==> src/rtl/bcr_pkg.sv <==
package bcr_pkg;
   localparam int BCR_ADDR_CMD  = 0;
   localparam int BCR_ADDR_DATA = 1;
   localparam int BCR_ADDR_MODE = 2;

   localparam int BCR_CMD_BITS  = 4;
   localparam int BCR_PH_CD     = 0;
   localparam int BCR_PH_IO     = 1;
   localparam int BCR_PH_MSG    = 2;
   localparam int BCR_PH_W      = 3;

   typedef struct packed {
      logic db;
      logic atn;
      logic sel;
      logic bsy;
   } bcr_cmd_t;
endpackage

==> src/rtl/bcr_phase_sync.sv <==
module bcr_phase_sync #(
   parameter int STAGES = 2,
   parameter int WIDTH  = 3
) (
   input  logic             clk,
   input  logic             rst,
   input  logic [WIDTH-1:0] async_i,
   output logic [WIDTH-1:0] sync_o
);
   logic [WIDTH-1:0] stg [STAGES];

   generate
      if (STAGES < 2) begin : g_bad_stages
         $error("bcr_phase_sync: STAGES must be at least 2");
      end
      for (genvar s = 0; s < STAGES; s++) begin : g_stage
         if (s == 0) begin : g_first
            always_ff @(posedge clk) begin
               if (rst) stg[0] <= '0;
               else     stg[0] <= async_i;
            end
         end else begin : g_next
            always_ff @(posedge clk) begin
               if (rst) stg[s] <= '0;
               else     stg[s] <= stg[s-1];
            end
         end
      end
   endgenerate

   assign sync_o = stg[STAGES-1];
endmodule

==> src/rtl/bcr_host_regs.sv <==
module bcr_host_regs
   import bcr_pkg::*;
#(
   parameter int ADDR_W = 2,
   parameter int DATA_W = 8
) (
   input  logic              clk,
   input  logic              rst,
   input  logic              wr,
   input  logic [ADDR_W-1:0] addr,
   input  logic [DATA_W-1:0] wdata,
   output logic [DATA_W-1:0] rdata,
   output bcr_cmd_t          cmd_o,
   output logic [DATA_W-1:0] odata_o,
   output logic              target_o
);
   localparam logic [ADDR_W-1:0] A_CMD  = ADDR_W'(BCR_ADDR_CMD);
   localparam logic [ADDR_W-1:0] A_DATA = ADDR_W'(BCR_ADDR_DATA);
   localparam logic [ADDR_W-1:0] A_MODE = ADDR_W'(BCR_ADDR_MODE);

   bcr_cmd_t          cmd_q;
   logic [DATA_W-1:0] odata_q;
   logic              tgt_q;

   always_ff @(posedge clk) begin
      if (rst) begin
         cmd_q   <= '0;
         odata_q <= '0;
         tgt_q   <= 1'b0;
      end else if (wr) begin
         if (addr == A_CMD)  cmd_q   <= bcr_cmd_t'(wdata[BCR_CMD_BITS-1:0]);
         if (addr == A_DATA) odata_q <= wdata;
         if (addr == A_MODE) tgt_q   <= wdata[0];
      end
   end

   always_comb begin
      rdata = '0;
      if (addr == A_CMD)       rdata[BCR_CMD_BITS-1:0] = cmd_q;
      else if (addr == A_DATA) rdata = odata_q;
      else if (addr == A_MODE) rdata[0] = tgt_q;
   end

   assign cmd_o    = cmd_q;
   assign odata_o  = odata_q;
   assign target_o = tgt_q;
endmodule

==> src/rtl/bcr_drive.sv <==
module bcr_drive
   import bcr_pkg::*;
#(
   parameter int DATA_W     = 8,
   parameter bit ODD_PARITY = 1'b1
) (
   input  logic                clk,
   input  logic                rst,
   input  bcr_cmd_t            cmd,
   input  logic [DATA_W-1:0]   odata,
   input  logic                target,
   input  logic [BCR_PH_W-1:0] ph_sync,
   input  logic [BCR_PH_W-1:0] exp_phase,
   output logic                bsy_drv_n,
   output logic                sel_drv_n,
   output logic                atn_drv_n,
   output logic [DATA_W-1:0]   db_drv_n,
   output logic                dbp_drv_n
);
   logic en_q;
   logic par;
   logic qual;

   assign qual = cmd.db && !target && !ph_sync[BCR_PH_IO] && (ph_sync == exp_phase);

   always_ff @(posedge clk) begin
      if (rst) en_q <= 1'b0;
      else     en_q <= qual;
   end

   generate
      if (ODD_PARITY) begin : g_odd
         assign par = ~^odata;
         a_r7_odd_count: assert property (@(posedge clk) disable iff (rst)
            en_q |-> (^(~{db_drv_n, dbp_drv_n})) == 1'b1);
      end else begin : g_even
         assign par = ^odata;
      end
   endgenerate

   assign bsy_drv_n = ~cmd.bsy;
   assign sel_drv_n = ~cmd.sel;
   assign atn_drv_n = ~(cmd.atn && !target);
   assign db_drv_n  = en_q ? ~odata : '1;
   assign dbp_drv_n = en_q ? ~par   : 1'b1;

   // an active drive always follows a cycle with I/O low and a phase match
   a_r8_phase_qualified: assert property (@(posedge clk) disable iff (rst)
      !(&db_drv_n && dbp_drv_n) |-> $past(!ph_sync[BCR_PH_IO] && ph_sync == exp_phase));
endmodule

==> src/rtl/bus_cmd_reg.sv <==
module bus_cmd_reg
   import bcr_pkg::*;
#(
   parameter int ADDR_W      = 2,
   parameter int DATA_W      = 8,
   parameter int SYNC_STAGES = 2
) (
   input  logic              clk,
   input  logic              rst,
   input  logic              host_wr,
   input  logic [ADDR_W-1:0] host_addr,
   input  logic [DATA_W-1:0] host_wdata,
   output logic [DATA_W-1:0] host_rdata,
   input  logic [2:0]        bus_phase,
   input  logic [2:0]        exp_phase,
   output logic              bsy_drv_n,
   output logic              sel_drv_n,
   output logic              atn_drv_n,
   output logic [DATA_W-1:0] db_drv_n,
   output logic              dbp_drv_n
);
   localparam logic [ADDR_W-1:0] A_CMD = ADDR_W'(BCR_ADDR_CMD);

   generate
      if (ADDR_W < 2) begin : g_bad_addr
         $error("bus_cmd_reg: ADDR_W must be at least 2");
      end
      if (DATA_W < BCR_CMD_BITS) begin : g_bad_data
         $error("bus_cmd_reg: DATA_W must hold the command bits");
      end
   endgenerate

   bcr_cmd_t              cmd;
   logic [DATA_W-1:0]     odata;
   logic                  target;
   logic [BCR_PH_W-1:0]   ph_sync;

   bcr_host_regs #(.ADDR_W(ADDR_W), .DATA_W(DATA_W)) u_regs (
      .clk(clk), .rst(rst), .wr(host_wr), .addr(host_addr), .wdata(host_wdata),
      .rdata(host_rdata), .cmd_o(cmd), .odata_o(odata), .target_o(target)
   );

   bcr_phase_sync #(.STAGES(SYNC_STAGES), .WIDTH(BCR_PH_W)) u_sync (
      .clk(clk), .rst(rst), .async_i(bus_phase), .sync_o(ph_sync)
   );

   bcr_drive #(.DATA_W(DATA_W), .ODD_PARITY(1'b1)) u_drive (
      .clk(clk), .rst(rst), .cmd(cmd), .odata(odata), .target(target),
      .ph_sync(ph_sync), .exp_phase(exp_phase),
      .bsy_drv_n(bsy_drv_n), .sel_drv_n(sel_drv_n), .atn_drv_n(atn_drv_n),
      .db_drv_n(db_drv_n), .dbp_drv_n(dbp_drv_n)
   );

   logic cmd_wr;
   assign cmd_wr = host_wr && (host_addr == A_CMD);

   a_r2_bsy_set: assert property (@(posedge clk) disable iff (rst)
      (cmd_wr && host_wdata[0]) |=> !bsy_drv_n);
   a_r2_bsy_clr: assert property (@(posedge clk) disable iff (rst)
      (cmd_wr && !host_wdata[0]) |=> bsy_drv_n);
   a_r3_sel_set: assert property (@(posedge clk) disable iff (rst)
      (cmd_wr && host_wdata[1]) |=> !sel_drv_n);
   a_r4_no_atn_in_target: assert property (@(posedge clk) disable iff (rst)
      target |-> atn_drv_n);
   a_r5_sel_atn_together: assert property (@(posedge clk) disable iff (rst)
      (cmd_wr && host_wdata[1] && host_wdata[2] && !target) |=> (!sel_drv_n && !atn_drv_n));
   a_r10_db_off: assert property (@(posedge clk) disable iff (rst)
      (cmd_wr && !host_wdata[3]) |=> ##1 (&db_drv_n && dbp_drv_n));
endmodule

==> config.mk <==
export PLATFORM = sky130hd
export DESIGN_NAME = bus_cmd_reg
export DESIGN_NICKNAME = d
export VERILOG_FILES = /design/src/rtl/bcr_pkg.sv /design/src/rtl/bcr_phase_sync.sv /design/src/rtl/bcr_host_regs.sv /design/src/rtl/bcr_drive.sv /design/src/rtl/bus_cmd_reg.sv
export SDC_FILE = /design/constraint.sdc
export NUM_CORES = 1
export LEC_CHECK = 0
export BUFFER_PORTS_ARGS = -buffer_cell sky130_fd_sc_hd__buf_2
export CORE_MARGIN = 2
export CORE_UTILIZATION = 27
export DETAILED_ROUTE_END_ITERATION = 10
export GPL_ROUTABILITY_DRIVEN = 0
export PLACE_DENSITY = 0.5
export SETUP_SLACK_MARGIN = 0.15
export SLEW_MARGIN = 5
export SYNTH_ARGS = -nofsm -noshare
export SYNTH_HDL_FRONTEND = slang
export SYNTH_SLANG_ARGS = --single-unit
export TNS_END_PERCENT = 5
==> constraint.sdc <==
create_clock -name clk -period 1.9 [get_ports clk]
set_input_delay 0.095 -clock clk [delete_from_list [all_inputs] [get_ports clk]]
set_output_delay 0.095 -clock clk [all_outputs]
set_load 0.01 [all_outputs]
==> out/summary.txt, run 1 <==
status: completed
ratio of cells with drive above 1 in the final layout: 31.1%
Yosys reg bits: 20
Power, Total: 888 uW
die width: 62.5 um
DRT Pass-1 Iters: 4
DRT iter0 DRCs: 10
CP Cell Sequence: xnor2_1 -> xnor2_1 -> xnor2_1 -> nand2_1 -> buf_2
Crit path arrival time: 1390 ps
CTS tree: done
setup_tns: 0 ps
postcts setup bufs: 0
final wirelength: 2000 um
CP max stage delay: 360 ps
routed length per instance: 10.3 um
RSZ-0062 raised after global routing: false
Max VDD drop: 447 uV
top post-synthesis cells by area: dfxtp_1, mux2i_1, nand2_1
Mapped Area: 923 um2
Mapped Nets: 128
Multi-input gate area: 483 um2
CTS root buffer: clkbuf_4
Ports: 39
Synth Instances: 109
Reg clk slew, reported paths: 120 ps
CP most frequent cell: xnor2_1
PostCTS Resize Cnt: 0
PortBufs: 38
clock period minus worst slack: 1480 ps
relative slew slack: 75.2%
Clk Latency, worst-skew pair: 300 ps
CP Capture Type: output port
Post-CTS Hold Fix Bufs: 3
htree depth: 1
final setup vio count: 0
Peak Freq: 0.675 GHz
critical path class: reg -> out
Critical Path Slowest Stage Cell: dfxtp_1
final hold vios: 0
initial antenna violation count: 0
grt ovf: 0
Die Ht: 62.5 um
Hold Crit Class: in -> reg
Max Cap Violations: 0
die area: 3900 um2
unique cell type count in the Yosys netlist: 21
Storage cell area: 400 um2
DRC: 0
first-pass GRT wire length: 3370 um
worst-margin pin slew: 373 ps
leak pwr: 0.000495 uW
Max Root-Sink Buffers: 2
vias in the first global route: 781
synth warn: 0
fill count: 377
CP max FO: 4
largest net degree at the start of global routing: 21
Final Cycle Share: 77.9%
placed wire-length estimate: 1510 um
CP startpoint kind: register
dpl cell area: 1150 um2
ANT nets after route: 0
Synth top area share: 43.4%
vias: 820
fin nets: 168
Avg Cell Area, Syn: 8.47 um2
Ant. Diodes: 0
data required time at the worst endpoint: 1800 ps
Starting Density: 27.9%
Slew Limit Fails: 0
Worst Skew: 8.84 ps
CTS buffer count: 3
CTS sink count: 20
Core Footprint: 3310 um2
Synth area leader: dfxtp_1
sequential share of the synthesized area: 43.4%
vias per cell: 4.23
fin util: 37.1%
GRT Overall Usage: 10.8%
Layout area overhead: 33.1%
num rows: 21
PwrDens: 723 nW/um2
Finished Cell Area: 1230 um2
[through the flow]
step / hold slack [ps] / setup WS (ps) / instances
floorplan: 223 / 765 / 109
global placement: 306 / 695 / 187
detailed placement: 310 / 678 / 187
CTS: 26.6 / 390 / 194
global route: 25.9 / 245 / 194
finish: 40.0 / 420 / 194
[synthesized netlist by cell type, drive strengths merged]
master,instances
xor2,2
nor2b,7
mux2i,7
nand2b,1
nand3,8
buf,3
nor3b,1
a21oi,10
nor2,10
dfxtp,20
inv,2
clkbuf,4
xnor2,7
nand3b,2
and2,4
o21ai,1
or4b,1
nand2,18
nor4,1
[cells in the final DEF (no fill, tap or decap), types with 3 or more instances in the layout]
master         instances
nand2_1               18
a21oi_1               10
clkbuf_4               3
nor2_1                10
dfxtp_1               20
mux2i_1                7
nand3_1                8
buf_2                 38
xnor2_1                7
and2_1                 4
nor2b_1                6
dlygate4sd3_1          3
[flip-flops by register name, summed over array words and instances, names as in the netlist]
name             flops
u_sync.stg           6
u_regs.odata_o       8
u_drive.en_q         1
u_regs.target_o      1
u_regs.cmd_o         4
[kinds of logic (layout without fill, tap and decap cells)]
family | count (synthesis) | in the layout | synth area share (%)
AO/OA/AOI/OAI | 11 | 11 | 5.96
XOR/XNOR | 9 | 9 | 8.54
buffers and inverters | 9 | 48 | 4.34
flip-flops | 20 | 20 | 43.4
multiplexers | 7 | 7 | 7.59
AND/OR/NAND/NOR | 53 | 53 | 30.2
[worst max-delay path, delay by kind of cell (launching register included)]
| family | cells | cell delay [ps] |
|---|---|---|
| buf+inv | 1 | 150 |
| xor+xnor | 3 | 520 |
| flops | 1 | 360 |
| simple gates | 1 | 60 |
[area by class of cell]
type	instances	area share, %
flip-flops and latches	20	32.6
multi-input cells	80	39.3
well taps	46	4.68
clock buffers	3	1.83
repair buffers	42	18.5
clock inverters	1	2.44
inverters	2	0.611
[path summary, 6_finish.rpt]
path                     start                end  slack, ps  cells past startpoint
min reg2reg   u_sync.stg[0][1]   u_sync.stg[1][1]        450                      1
min              host_wdata[6]  u_regs.odata_o[6]         40                      3
max          u_regs.odata_o[6]          dbp_drv_n        420                      5
max reg2reg    u_regs.target_o       u_drive.en_q        670                      2
[power breakdown]
group	internal (uW)	leakage (uW)	switching, uW
combinational	52.2	0.000304	51.5
sequential	434	0.000163	10.4
clock	213	0.0000279	127
[routing by layer]
layer	GRT usage (%)	up-vias	part of all wire, %
met4	3.33	0	1.2
met3	3.60	2	6.7
met2	19.8	27	50
li1	-	435	-
met5	0	-	0
met1	11.5	356	42
Power figures use the tool's default switching activity.
==> run 2: changes to the inputs <==
==> constraint.sdc (replaced) <==
create_clock -name clk -period 1.45 [get_ports clk]
set_input_delay 0.0725 -clock clk [delete_from_list [all_inputs] [get_ports clk]]
set_output_delay 0.0725 -clock clk [all_outputs]
set_load 0.01 [all_outputs]
==> out/summary.txt, run 2 (synthesis gave the netlist of run 1 again) <==
cell count after placement: 188
Critical Path Slowest Stage Cell: dfxtp_4
die area: 3900 um2
DRT Pass-1 Iters: 4
WHS: 16.3 ps
CTS root buffer: clkbuf_4
worst-margin pin slew: 375 ps
Max Cap Violations: 0
Ports: 39
CP Capture Type: output port
Max VDD drop: 699 uV
Peak Freq: 0.725 GHz
Storage cell area: 415 um2
Clk Latency, worst-skew pair: 290 ps
Worst Skew: 1.95 ps
fin cells: 201
r2r setup slk: 260 ps
vias per cell: 4.23
critical path class: reg -> out
Layout area overhead: 41.7%
ANT nets after route: 0
most frequent cells in the layout: buf_2, nand2_1, dfxtp_1
num rows: 21
Hold Crit Class: in -> reg
CP startpoint kind: register
final hold vios: 0
Starting Density: 27.9%
final setup vio count: 0
Worst R2R Path Depth: 2
status: completed
max FFs per register: 8
fill count: 361
Reg clk slew, reported paths: 110 ps
reg2reg start: u_regs.target_o
CTS tree: done
final wirelength: 2160 um
relative slew slack: 75.0%
Core Footprint: 3310 um2
RSZ-0062 raised after global routing: true
die width: 62.5 um
grt ovf: 0
clock period minus worst slack: 1380 ps
dpl cell area: 1150 um2
DRC: 0
vias in the first global route: 821
initial antenna violation count: 0
Finished Cell Area: 1310 um2
CTS buffer count: 3
Ant. Diodes: 0
Power, Total: 992 uW
CP max stage delay: 370 ps
fin nets: 176
CTS sink count: 20
Reg2Reg Capture Point: u_drive.en_q
ratio of cells with drive above 1 in the final layout: 40.6%
vias: 850
Die Ht: 62.5 um
leak pwr: 0.000532 uW
Hold Startpoint: host_wdata[4]
DRT iter0 DRCs: 9
Final Cycle Share: 95.2%
CP Cell Sequence: xnor2_2 -> xnor2_1 -> xnor2_1 -> nand2_1 -> buf_2
htree depth: 1
Slew Limit Fails: 0
CP max FO: 2
Crit path arrival time: 1310 ps
largest net degree at the start of global routing: 21
setup_tns: 0 ps
Max Root-Sink Buffers: 2
PwrDens: 758 nW/um2
routed length per instance: 10.7 um
CP most frequent cell: xnor2_1
data required time at the worst endpoint: 1380 ps
critical path startpoint: u_regs.odata_o[1]
first-pass GRT wire length: 3460 um
commonest non-fill, non-tap cell in the layout: buf_2
Setup crit end: dbp_drv_n
Multi-input gate area: 513 um2
PortBufs: 38
placed wire-length estimate: 1550 um
GRT Overall Usage: 11.1%
[run 2: cell count changes in the layout (fill, tap and decap cells not counted)]
cell,change
xnor2_2,+4
dfxtp_4,+2
dlygate4sd3_1,+2
dfxtp_2,+6
buf_4,+6
dfxtp_1,-8
bufinv_16,-1
xnor2_1,-4
[run 2: report_power, final]
part           switching (uW)  internal, uW  total (uW)
clock network             159          96.7         256
registers                13.4           568         581
logic                    72.5          83.1         156
total                     245           747         992
[run 2: how the worst min path moves through the flow]
stage	slack, ps	cells after the start	endpoint
finish	20	3	u_regs.odata_o[4]
global route	20	3	u_regs.odata_o[7]
global placement	290	2	u_sync.stg[0][1]
CTS	2	3	u_regs.odata_o[4]
detailed placement	290	2	u_sync.stg[0][2]
floorplan	200	1	u_sync.stg[0][0]
[run 2: final cells by class]
type | instances | share of cell area [%]
Tap cell | 46 | 4.40
Timing Repair Buffer | 50 | 22.4
Clock buffer | 3 | 1.72
Sequential cell | 20 | 31.7
Inverter | 2 | 0.574
Multi-Input combinational cell | 80 | 39.2
[run 2: metrics by stage]
step | util (%) | worst slack [ps]
2_1_floorplan | - | 315
3_3_place_gp | 34.8 | 293
3_5_place_dp | 34.8 | 263
4_1_cts | 39.2 | 46.8
5_1_grt | 39.5 | -24.4
6_report | 39.5 | 70.2
[run 2: what timing repair did]
action / in CTS / in global routing
hold buffers: 4 / 1
hold endpoints to repair: 4 / 1
setup buffers: 5 / 0
endpoints found under the setup margin: 1 / 1
pin swaps: 5 / 1
resized for setup: 14 / 0
[run 2: worst max-delay path: cells and delay by family, from the launching register on]
family	cells	cell delay (ps)
xor gates and xnor gates	3	440
DFF	1	370
buffers and inverters	1	150
and+or+nand+nor	1	60
[run 2: metal layers]
| metal | share of wire (%) | vias up | global-route usage [%] |
|---|---|---|---|
| li1 | - | 447 | - |
| met1 | 45 | 382 | 12.7 |
| met2 | 50 | 19 | 19.9 |
| met3 | 4.2 | 2 | 3.96 |
| met4 | 0.93 | 0 | 2.50 |
| met5 | 0 | - | 0 |
==> run 3: changes to the inputs <==
==> constraint.sdc (replaced) <==
create_clock -name clk -period 1.45 [get_ports clk]
set_input_delay 0.29 -clock clk [delete_from_list [all_inputs] [get_ports clk]]
set_output_delay 0.29 -clock clk [all_outputs]
set_load 0.01 [all_outputs]
==> out/summary.txt, run 3 (synthesis gave the netlist of run 1 again) <==
Placement Setup Slack: 113 ps
largest net degree at the start of global routing: 21
fin nets: 171
data required time at the worst endpoint: 1160 ps
vias: 838
worst setup margin: -158 ps
CP most frequent cell: xnor2_1
first-pass GRT wire length: 3580 um
CTS sink count: 20
setup_tns: -158 ps
Worst Skew: 3.68 ps
reg2reg start: u_regs.target_o
Final Cycle Share: 111%
Core Footprint: 3310 um2
Peak Freq: 0.622 GHz
r2r setup slk: 230 ps
Reg2Reg Capture Point: u_drive.en_q
CTS buffer count: 3
Critical Path Slowest Stage Cell: dfxtp_2
Hold Crit Class: in -> reg
worst-margin pin slew: 358 ps
hold depth: 2
critical path class: reg -> out
ANT nets after route: 0
Crit path arrival time: 1320 ps
Die Ht: 62.5 um
grt ovf: 0
DRT iter0 DRCs: 12
vias in the first global route: 838
Slew Limit Fails: 0
CTS tree: done
Max VDD drop: 694 uV
fin util: 39.1%
final hold vios: 0
Reg clk slew, reported paths: 120 ps
Ant. Diodes: 0
CP max FO: 4
failing checks: negative setup slack
leak pwr: 0.000525 uW
max FFs per register: 8
most frequent cells in the layout: buf_2, nand2_1, dfxtp_1
routed length per instance: 10.4 um
Max Cap Violations: 0
Layout area overhead: 40.2%
Max Root-Sink Buffers: 2
initial antenna violation count: 0
CTS root buffer: clkbuf_4
Ports: 39
PortBufs: 38
CP max stage delay: 360 ps
final setup vio count: 1
status: finished, violations left
commonest non-fill, non-tap cell in the layout: buf_2
vias per cell: 4.25
relative slew slack: 76.1%
placed wire-length estimate: 1570 um
CP Capture Type: output port
Post-CTS Hold Fix Bufs: 0
ratio of cells with drive above 1 in the final layout: 42.4%
Hold Path End: u_sync.stg[0][0]
GRT Overall Usage: 11.3%
final wirelength: 2060 um
DRT Pass-1 Iters: 3
PwrDens: 909 nW/um2
Worst R2R Path Depth: 2
WHS: 189 ps
Hold Startpoint: bus_phase[0]
Clk Latency, worst-skew pair: 300 ps
CP startpoint kind: register
CP Cell Sequence: xnor2_2 -> xnor2_1 -> xnor2_1 -> nand2_1 -> buf_2
clock period minus worst slack: 1610 ps
RSZ-0062 raised after global routing: true
Starting Density: 27.9%
num rows: 21
die width: 62.5 um
DRC: 0
die area: 3900 um2
htree depth: 1
run 3: through the flow:
stage	area [um2]	total power, uW	instances
floorplan	923	681	109
global placement	1180	733	191
detailed placement	1180	734	191
CTS	1290	1200	197
global route	1290	1240	197
finish	1290	1180	197
run 3: critical path: cells and delay by family, from the launching register on:
kind          cells  cell delay (ps)
xor+xnor          3              450
buf+inv           1              130
flops             1              360
simple gates      1               60
run 3: layout make-up:
type / count / area (um2)
Timing Repair Buffer: 45 / 250
Fill cell: 360 / 2020
Multi-Input combinational cell: 80 / 505
Inverter: 2 / 7.51
Clock inverter: 1 / 30.0
Clock buffer: 3 / 22.5
Tap cell: 46 / 57.6
Sequential cell: 20 / 422
run 3: power breakdown:
part | switching (uW) | internal, uW
registers | 13.9 | 565
clock network | 175 | 279
logic | 68.8 | 75.8
run 3: layer usage:
layer  part of all wire, %  vias up  track usage, %
met5                     0        -               0
met4                  0.68        0            2.50
met1                    45      379            12.8
met3                   4.4        2            3.60
li1                      -      440               -
met2                    50       17            20.4
run 3: repair_timing:
item / 4_1_cts / 5_1_grt
pin swaps: 8 / 0
buffers inserted: 2 / 0
setup endpoints to repair: 17 / 17
gates resized for setup: 16 / 2
run 3: how the worst max path moves through the flow:
stage	start	slack, ps	endpoint
after global routing	u_regs.odata_o[7]	-280	dbp_drv_n
final	u_regs.odata_o[7]	-160	dbp_drv_n
after floorplan	host_addr[0]	180	host_rdata[4]
after detailed placement	u_regs.odata_o[2]	110	dbp_drv_n
after global placement	u_regs.odata_o[0]	110	dbp_drv_n
after CTS	u_regs.odata_o[7]	-190	dbp_drv_n
